===== src/rtl/rpn_pkg.sv =====
package rpn_pkg;

  localparam logic [3:0] OPC_HALT = 4'h0;
  localparam logic [3:0] OPC_LOAD = 4'h1;
  localparam logic [3:0] OPC_STOR = 4'h2;
  localparam logic [3:0] OPC_ADD  = 4'h3;
  localparam logic [3:0] OPC_SUB  = 4'h4;
  localparam logic [3:0] OPC_MUL  = 4'h5;
  localparam logic [3:0] OPC_DIV  = 4'h6;

  typedef enum logic [1:0] {
    ST_IDLE = 2'd0,
    ST_RUN  = 2'd1,
    ST_STOP = 2'd2
  } run_state_t;

  function automatic logic is_operator(input logic [3:0] op);
    return (op >= OPC_ADD) && (op <= OPC_DIV);
  endfunction

  function automatic logic is_illegal(input logic [3:0] op);
    return op > OPC_DIV;
  endfunction

endpackage


===== src/rtl/rpn_alu.sv =====
module rpn_alu #(
  parameter int DW = 16
) (
  input  logic [3:0]    op,
  input  logic [DW-1:0] lhs,
  input  logic [DW-1:0] rhs,
  output logic [DW-1:0] result,
  output logic          div_zero
);
  import rpn_pkg::*;

  function automatic logic [DW-1:0] reduce2(input logic [3:0] o,
                                            input logic [DW-1:0] a,
                                            input logic [DW-1:0] b);
    logic [2*DW-1:0] wide;
    wide = '0;
    unique case (o)
      OPC_ADD: wide = {{DW{1'b0}}, a + b};
      OPC_SUB: wide = {{DW{1'b0}}, a - b};
      OPC_MUL: wide = a * b;
      OPC_DIV: wide = (b == '0) ? '0 : {{DW{1'b0}}, a / b};
      default: wide = '0;
    endcase
    return wide[DW-1:0];
  endfunction

  assign result   = reduce2(op, lhs, rhs);
  assign div_zero = (op == OPC_DIV) && (rhs == '0);

endmodule


===== src/rtl/rpn_stack.sv =====
module rpn_stack #(
  parameter int DW    = 16,
  parameter int DEPTH = 8,
  parameter int CNT_W = $clog2(DEPTH + 1)
) (
  input  logic             clk,
  input  logic             rst_n,
  input  logic             clear,
  input  logic             push_i,
  input  logic [DW-1:0]    push_val,
  input  logic             pop_i,
  input  logic             fold_i,
  input  logic [DW-1:0]    fold_val,
  output logic [DW-1:0]    top_o,
  output logic [DW-1:0]    next_o,
  output logic [CNT_W-1:0] depth
);
  localparam int SLOT_W = $clog2(DEPTH);

  logic [DW-1:0]    slots [DEPTH];
  logic [DEPTH-1:0] we_push;
  logic [DEPTH-1:0] we_fold;
  logic [SLOT_W-1:0] idx_top;
  logic [SLOT_W-1:0] idx_nxt;

  // per-slot write decode: a load fills slot[depth], a fold rewrites slot[depth-2]
  for (genvar g = 0; g < DEPTH; g++) begin : g_slot_we
    assign we_push[g] = push_i && (depth == CNT_W'(g));
    assign we_fold[g] = fold_i && (depth == CNT_W'(g + 2));
  end

  always_ff @(posedge clk or negedge rst_n) begin
    if (!rst_n) begin
      for (int i = 0; i < DEPTH; i++) slots[i] <= '0;
    end else begin
      for (int i = 0; i < DEPTH; i++) begin
        if (we_push[i])      slots[i] <= push_val;
        else if (we_fold[i]) slots[i] <= fold_val;
      end
    end
  end

  always_ff @(posedge clk or negedge rst_n) begin
    if (!rst_n)                depth <= '0;
    else if (clear)            depth <= '0;
    else if (push_i)           depth <= depth + CNT_W'(1);
    else if (pop_i || fold_i)  depth <= depth - CNT_W'(1);
  end

  assign idx_top = SLOT_W'(depth - CNT_W'(1));
  assign idx_nxt = SLOT_W'(depth - CNT_W'(2));
  assign top_o   = (depth == '0)        ? '0 : slots[idx_top];
  assign next_o  = (depth < CNT_W'(2))  ? '0 : slots[idx_nxt];

endmodule


===== src/rtl/rpn_seq.sv =====
module rpn_seq #(
  parameter int AW    = 12,
  parameter int DEPTH = 8,
  parameter int CNT_W = $clog2(DEPTH + 1)
) (
  input  logic             clk,
  input  logic             rst_n,
  input  logic             start,
  input  logic [3:0]       opcode,
  input  logic [CNT_W-1:0] depth,
  input  logic             div_zero,
  output logic [AW-1:0]    pc,
  output logic             running,
  output logic             done,
  output logic             error,
  output logic             ev_push,
  output logic             ev_pop,
  output logic             ev_fold,
  output logic             ev_fault,
  output logic             ev_halt,
  output logic             clear
);
  import rpn_pkg::*;

  run_state_t state;
  logic is_full, is_empty, has_pair;
  logic op_load, op_stor, op_arith;

  assign is_full  = depth == CNT_W'(DEPTH);
  assign is_empty = depth == '0;
  assign has_pair = depth >= CNT_W'(2);

  assign op_load  = opcode == OPC_LOAD;
  assign op_stor  = opcode == OPC_STOR;
  assign op_arith = is_operator(opcode);

  assign running  = state == ST_RUN;
  assign clear    = start && !running;

  assign ev_push  = running && op_load && !is_full;
  assign ev_pop   = running && op_stor && !is_empty;
  assign ev_fold  = running && op_arith && has_pair && !div_zero;
  assign ev_halt  = running && (opcode == OPC_HALT);
  assign ev_fault = running && ((op_load && is_full) ||
                                (op_stor && is_empty) ||
                                (op_arith && !has_pair) ||
                                (op_arith && has_pair && div_zero) ||
                                is_illegal(opcode));

  always_ff @(posedge clk or negedge rst_n) begin
    if (!rst_n) begin
      state <= ST_IDLE;
      pc    <= '0;
      done  <= 1'b0;
      error <= 1'b0;
    end else if (clear) begin
      state <= ST_RUN;
      pc    <= '0;
      done  <= 1'b0;
      error <= 1'b0;
    end else if (running) begin
      if (ev_fault) begin
        state <= ST_STOP;
        done  <= 1'b1;
        error <= 1'b1;
      end else if (ev_halt) begin
        state <= ST_STOP;
        done  <= 1'b1;
      end else begin
        pc <= pc + AW'(1);
      end
    end
  end

endmodule


===== src/rtl/rpn_engine.sv =====
module rpn_engine #(
  parameter int AW     = 12,
  parameter int DW     = 16,
  parameter int DEPTH  = 8,
  parameter int INSN_W = AW + 4
) (
  input  logic              clk,
  input  logic              rst_n,
  input  logic              start,
  output logic [AW-1:0]     imem_addr,
  input  logic [INSN_W-1:0] imem_data,
  output logic [AW-1:0]     dmem_addr,
  input  logic [DW-1:0]     dmem_rdata,
  output logic [DW-1:0]     dmem_wdata,
  output logic              dmem_we,
  output logic              done,
  output logic              error
);
  localparam int CNT_W = $clog2(DEPTH + 1);

  logic [3:0]       opcode;
  logic [CNT_W-1:0] depth;
  logic [DW-1:0]    top_val, next_val, alu_res;
  logic             div_zero, running, clear;
  logic             ev_push, ev_pop, ev_fold, ev_fault, ev_halt;

  assign opcode    = imem_data[INSN_W-1 -: 4];
  assign dmem_addr = imem_data[AW-1:0];

  rpn_seq #(.AW(AW), .DEPTH(DEPTH), .CNT_W(CNT_W)) u_seq (
    .clk      (clk),
    .rst_n    (rst_n),
    .start    (start),
    .opcode   (opcode),
    .depth    (depth),
    .div_zero (div_zero),
    .pc       (imem_addr),
    .running  (running),
    .done     (done),
    .error    (error),
    .ev_push  (ev_push),
    .ev_pop   (ev_pop),
    .ev_fold  (ev_fold),
    .ev_fault (ev_fault),
    .ev_halt  (ev_halt),
    .clear    (clear)
  );

  rpn_stack #(.DW(DW), .DEPTH(DEPTH), .CNT_W(CNT_W)) u_stack (
    .clk      (clk),
    .rst_n    (rst_n),
    .clear    (clear),
    .push_i   (ev_push),
    .push_val (dmem_rdata),
    .pop_i    (ev_pop),
    .fold_i   (ev_fold),
    .fold_val (alu_res),
    .top_o    (top_val),
    .next_o   (next_val),
    .depth    (depth)
  );

  rpn_alu #(.DW(DW)) u_alu (
    .op       (opcode),
    .lhs      (next_val),
    .rhs      (top_val),
    .result   (alu_res),
    .div_zero (div_zero)
  );

  assign dmem_wdata = top_val;
  assign dmem_we    = ev_pop;

endmodule


===== config.mk =====
export PLATFORM = sky130hd
export DESIGN_NAME = rpn_engine
export DESIGN_NICKNAME = d
export VERILOG_FILES = /design/src/rtl/rpn_pkg.sv /design/src/rtl/rpn_alu.sv /design/src/rtl/rpn_stack.sv /design/src/rtl/rpn_seq.sv /design/src/rtl/rpn_engine.sv
export SDC_FILE = /design/constraint.sdc
export NUM_CORES = 1
export LEC_CHECK = 0
export BUFFER_PORTS_ARGS = -buffer_cell sky130_fd_sc_hd__buf_4
export CAP_MARGIN = 20
export CORE_MARGIN = 1.5
export CORE_UTILIZATION = 55
export DETAILED_ROUTE_END_ITERATION = 8
export PLACE_DENSITY = 0.76
export REMOVE_ABC_BUFFERS = 1
export SYNTH_ARGS = -nofsm -noshare
export SYNTH_HDL_FRONTEND = slang
export SYNTH_HIERARCHICAL = 1
export SYNTH_SLANG_ARGS = --single-unit
export TNS_END_PERCENT = 1

===== constraint.sdc =====
create_clock -name clk -period 31 [get_ports clk]
set_input_delay 3.1 -clock clk [delete_from_list [all_inputs] [get_ports clk]]
set_output_delay 3.1 -clock clk [all_outputs]
set_load 0.02 [all_outputs]

==> flow_summary.json, run 1 <==
{
  "status": "completed",
  "grt_overflow": 0,
  "track_usage_pct": 34.30,
  "syn_inst": 2601,
  "grt_max_degree": 76,
  "multiInputGateArea_sq_mm": 0.01629,
  "drc": 0,
  "startpoint_type": "flip-flop",
  "reg2reg_depth": 130,
  "nets": 2930,
  "io_pins": 78,
  "critPathKind": "flip-flop to flip-flop",
  "holdWs_ns": 0.5112,
  "grt_pass1_wl_um": 109400,
  "detail-route-antenna-nets": 0,
  "slew_viol_final": 0,
  "cts_sinks": 147,
  "routed-via-count": 20520,
  "ctsHoldBuffers": 0,
  "dieArea_sq_mm": 0.04016,
  "first_pass_iters": 6,
  "dp_slack_ns": -0.6189,
  "final_hold_viol_count": 0,
  "cts.reportedPaths.clkPinSlew_ns": 0.06,
  "die_y_um": 200.4,
  "max_freq_mhz": 33.91,
  "setup_tns_ns": 0,
  "slowest_stage": "o41a_1",
  "hpwlAfterDp_um": 51220,
  "row_count": 72,
  "hold_path.startpoint": "u_stack/slots[125]",
  "syn_to_final_growth_pct": 8.558,
  "hold_path_class": "flip-flop to flip-flop",
  "ctsLongestPathBuffers": 2,
  "antenna_found_initial": 0,
  "r2r_end": "u_stack/slots[48]",
  "die_w_um": 200.4,
  "worstHoldEndpoint": "u_stack/slots[125]",
  "netlist_area_sq_mm": 0.02143,
  "finalWorstSetupSlack_ns": 1.507,
  "drive_above_1_share_pct": 14.17,
  "antenna_cells": 0,
  "drt_wl_total_um": 69930,
  "critPathTopFamily": "compound AO/OA/AOI/OAI gates",
  "drt_iter0_markers": 2310,
  "gp_congestion": 1.015,
  "crit_path_start": "u_stack/depth[0]",
  "cp.required_ns": 31.26,
  "setup_viol": 0,
  "yosys_warnings": 6,
  "via_per_inst": 6.556,
  "avgRoutedWirePerCell_um": 22.34,
  "path_buf_inv": 14,
  "critical-path-max-stage-delay_ns": 0.53,
  "root_buffer": "clkbuf_16",
  "coreArea_sq_mm": 0.03856,
  "tightest_slew_ns": 1.119,
  "port_buffers": 53,
  "critPathMaxFanout": 16,
  "synth.avg_cell_area_sq_um": 8.241,
  "worstSkewPairLatency_ns": 0.43,
  "maxCapViolCount": 0,
  "fin_crit_sh_pct": 95.14,
  "worst_clock_skew_ns": 0.008317,
  "holdPathStages": 2,
  "arrival_ns": 29.75,
  "cts_tree": "done",
  "relSlewSlack_pct": 25.12,
  "grt_pass1_vias": 20180,
  "post-route-min-period_ns": 29.49,
  "reg2reg_from": "u_stack/depth[0]",
  "r2r_slack_ns": 1.51,
  "cts_max_level": 4,
  "layout.area.seq_sq_mm": 0.003682,
  "n_fill_cell": 3420,
  "numCtsBuffers": 17,
  "initial_core_util_pct": 55.59,
  "end_kind": "flip-flop"
}
flip-flops by register name, summed over array words and instances, names as in the netlist:
| name | flops |
|---|---|
| u_stack/slots | 128 |
| u_seq/error | 1 |
| u_stack/depth | 4 |
| u_seq/pc | 12 |
| u_seq/done | 1 |
| u_seq/state | 1 |
worst reg2reg max path: cells and delay by family (launching register included):
kind	cells	cell delay (ns)
simple gates	32	7.50
compound gates	62	12.40
fa+ha+maj	16	5.08
mux	6	1.63
buf+inv	14	2.29
flops	1	0.49
stage by stage:
stage	utilization [%]	cells	cell area, sq um
2_1_floorplan	-	2426	20580
3_5_place_dp	57.94	3082	22340
3_3_place_gp	57.87	3079	22310
5_1_grt	60.35	3130	23270
4_1_cts	59.43	3113	22910
6_report	60.35	3130	23270
cell usage in the layout, fill, tap and decap left out, drive strengths merged, types with 11 or more instances in the layout:
cell / instances
nor2b: 17
a31oi: 43
nor3: 59
buf: 153
o22ai: 19
xor2: 46
or2: 22
mux2i: 103
xnor2: 96
dfrtp: 147
nor4: 15
o21ai: 125
nand2b: 21
nand3: 38
o211ai: 26
and2: 28
a21oi: 151
a21o: 44
ha: 214
a211oi: 11
fa: 81
a22oi: 29
nand4: 18
mux4: 64
mux2: 27
o21a: 26
clkbuf: 21
inv: 224
or3: 33
nor2: 250
nand2: 291
and3: 12
how the worst max path moves through the flow:
stage                                    to  slack (ns)  cells after the start
after floorplan           u_stack/slots[80]       -2.46                    119
after global placement    u_stack/slots[48]        0.56                    123
after detailed placement  u_stack/slots[96]       -0.62                    125
after CTS                 u_stack/slots[96]        0.06                    124
after global routing      u_stack/slots[96]       -0.04                    127
final                     u_stack/slots[48]        1.51                    130
final cells by class:
class,count,share of cell area (%)
inverter,227,3.662
sequential,147,15.83
tap,518,2.785
timing repair buffer,155,5.318
clock inverter,12,0.4786
clock buffer,19,1.904
multi-input combinational,2052,70.03
repair_timing:
item,in CTS,in global routing
resized for setup,5,46
setup buffers,0,15
pin swaps,0,6
setup endpoints to repair,8,16
metal layers:
layer | part of all wire, % | global-route usage (%) | vias to the layer above
li1 | - | - | 9157
met1 | 39 | 44.04 | 9880
met2 | 46 | 55.32 | 1205
met3 | 10 | 6.591 | 278
met4 | 5.5 | 17.40 | 0
met5 | 0 | 0 | -
Power of run 1 is not shown: default switching activity piles up to over one toggle a cycle in this logic, so the estimate is an artifact.
==> inputs of run 2 (changes only) <==
clock period = 26.4 ns   (was 31 ns; I/O delays follow)
==> flow_summary.json, run 2 (synthesized netlist as in run 1, its figures left out) <==
{
  "slew_viol_final": 0,
  "drc": 0,
  "dieArea_sq_mm": 0.04016,
  "max_freq_mhz": 37.91,
  "worstSkewPairLatency_ns": 0.43,
  "grt_max_degree": 81,
  "rsz0062_at_grt": "true",
  "r2r_slack_ns": 0.02,
  "critPathKind": "flip-flop to flip-flop",
  "cts_max_level": 4,
  "crit_path_end": "u_stack/slots[112]",
  "dp_slack_ns": -2.192,
  "final_hold_viol_count": 0,
  "drt_iter0_markers": 2897,
  "final_cells": 3573,
  "gp_congestion": 1.003,
  "end_kind": "flip-flop",
  "io_pins": 78,
  "regMostFlops": "u_stack/slots",
  "hold_path_class": "flip-flop to flip-flop",
  "die_w_um": 200.4,
  "critical-path-max-stage-delay_ns": 0.50,
  "reg2reg_from": "u_stack/depth[0]",
  "numCtsBuffers": 17,
  "drt_wl_total_um": 81140,
  "cts_sinks": 147,
  "mostFrequentLayoutCells": "564 x buf_4, 286 x nand2_1, 241 x nor2_1",
  "arrival_ns": 26.68,
  "die_y_um": 200.4,
  "maxCapViolCount": 0,
  "worst_clock_skew_ns": 0.008149,
  "track_usage_pct": 37.31,
  "crit_path_start": "u_stack/depth[0]",
  "antenna_found_initial": 1,
  "critPathMaxFanout": 8,
  "reg2reg_depth": 140,
  "n_fill_cell": 2818,
  "port_buffers": 53,
  "largestRegisters": "u_stack/slots (128), u_seq/pc (12), u_stack/depth (4)",
  "detail-route-antenna-nets": 0,
  "initial_core_util_pct": 55.59,
  "cts.reportedPaths.clkPinSlew_ns": 0.06,
  "post-route-min-period_ns": 26.38,
  "final_common_cell": "buf_4",
  "finalWorstSetupSlack_ns": 0.01903,
  "grt_pass1_vias": 22940,
  "slowest_stage": "o41a_1",
  "fin_crit_sh_pct": 99.93,
  "cts_tree": "done",
  "routed-via-count": 23270,
  "root_buffer": "clkbuf_16",
  "place_inst": 3472,
  "ctsLongestPathBuffers": 2,
  "syn_to_final_growth_pct": 29.35,
  "first_pass_iters": 8,
  "avgRoutedWirePerCell_um": 22.71,
  "row_count": 72,
  "tightest_slew_ns": 1.321,
  "grt_overflow": 0,
  "relSlewSlack_pct": 11.81,
  "crit_top_cell": "buf_4",
  "cp.required_ns": 26.70,
  "drive_above_1_share_pct": 31.11,
  "setup_viol": 0,
  "nets": 3371,
  "r2r_end": "u_stack/slots[112]",
  "coreArea_sq_mm": 0.03856,
  "holdWs_ns": 0.5190,
  "startpoint_type": "flip-flop",
  "largest_reg_flops": 128,
  "via_per_inst": 6.513,
  "status": "completed",
  "hpwlAfterDp_um": 55140,
  "grt_pass1_wl_um": 119600
}
run 2: cell types whose count changed in the layout (fill, tap and decap cells not counted), sizes merged:
cell	previous run	this run
diode	0	1
clkinv	8	10
clkbuf	21	23
o21a	26	27
buf	153	592
clkinvlp	6	4
run 2: worst min path at each step:
| stage | start | endpoint | slack (ns) | cells past startpoint |
|---|---|---|---|---|
| global route | u_stack/slots[10] | u_stack/slots[10] | 0.53 | 2 |
| floorplan | u_stack/slots[26] | u_stack/slots[26] | 0.46 | 2 |
| finish | u_stack/slots[10] | u_stack/slots[10] | 0.52 | 2 |
| CTS | u_stack/slots[100] | u_stack/slots[100] | 0.51 | 2 |
| global placement | u_stack/slots[13] | u_stack/slots[13] | 0.48 | 2 |
| detailed placement | u_stack/slots[112] | u_stack/slots[112] | 0.49 | 2 |
run 2: worst max-delay path: cells and delay by family (launching register included):
family	cells	cell delay [ns]
adder cells (fa/ha/maj)	16	4.09
AO/OA/AOI/OAI	58	10.12
multiplexers	5	1.40
AND/OR/NAND/NOR	41	7.12
buffers and inverters	20	2.96
flip-flops	1	0.49
run 2: repair_timing:
action,4_1_cts,5_1_grt
pin swaps,24,132
hold buffers,0,0
cloned,1,1
setup buffers,14,50
resized for setup,79,205
setup endpoints to repair,16,16
run 2: final cells by class:
| class | count | area [sq um] | area share [%] |
|---|---|---|---|
| Sequential cell | 147 | 3682 | 13.28 |
| Multi-Input combinational cell | 2053 | 17330 | 62.49 |
| Clock buffer | 20 | 446.7 | 1.611 |
| Timing Repair Buffer | 595 | 4656 | 16.79 |
| Inverter | 227 | 854.6 | 3.082 |
| Clock inverter | 12 | 110.1 | 0.3971 |
| Tap cell | 518 | 648.1 | 2.338 |
| Antenna cell | 1 | 2.502 | 0.009026 |
run 2: layer usage:
metal  up-vias  GRT usage [%]  share of wire, %
met4         0          22.80               7.4
li1      10070              -                 -
met2      1614          61.20                46
met5         -              0                 0
met1     11110          44.81                36
met3       486          8.344                11
run 2: metrics by stage:
stage | cell area [sq um] | utilization, % | setup TNS, ns
2_1_floorplan | 20580 | - | -126.56
3_3_place_gp | 25300 | 65.62 | -6.552
3_5_place_dp | 25300 | 65.62 | -23.49
4_1_cts | 26280 | 68.17 | 0
5_1_grt | 27720 | 71.90 | -7.947
6_report | 27730 | 71.91 | 0
Power of run 2 is left out for the same reason.
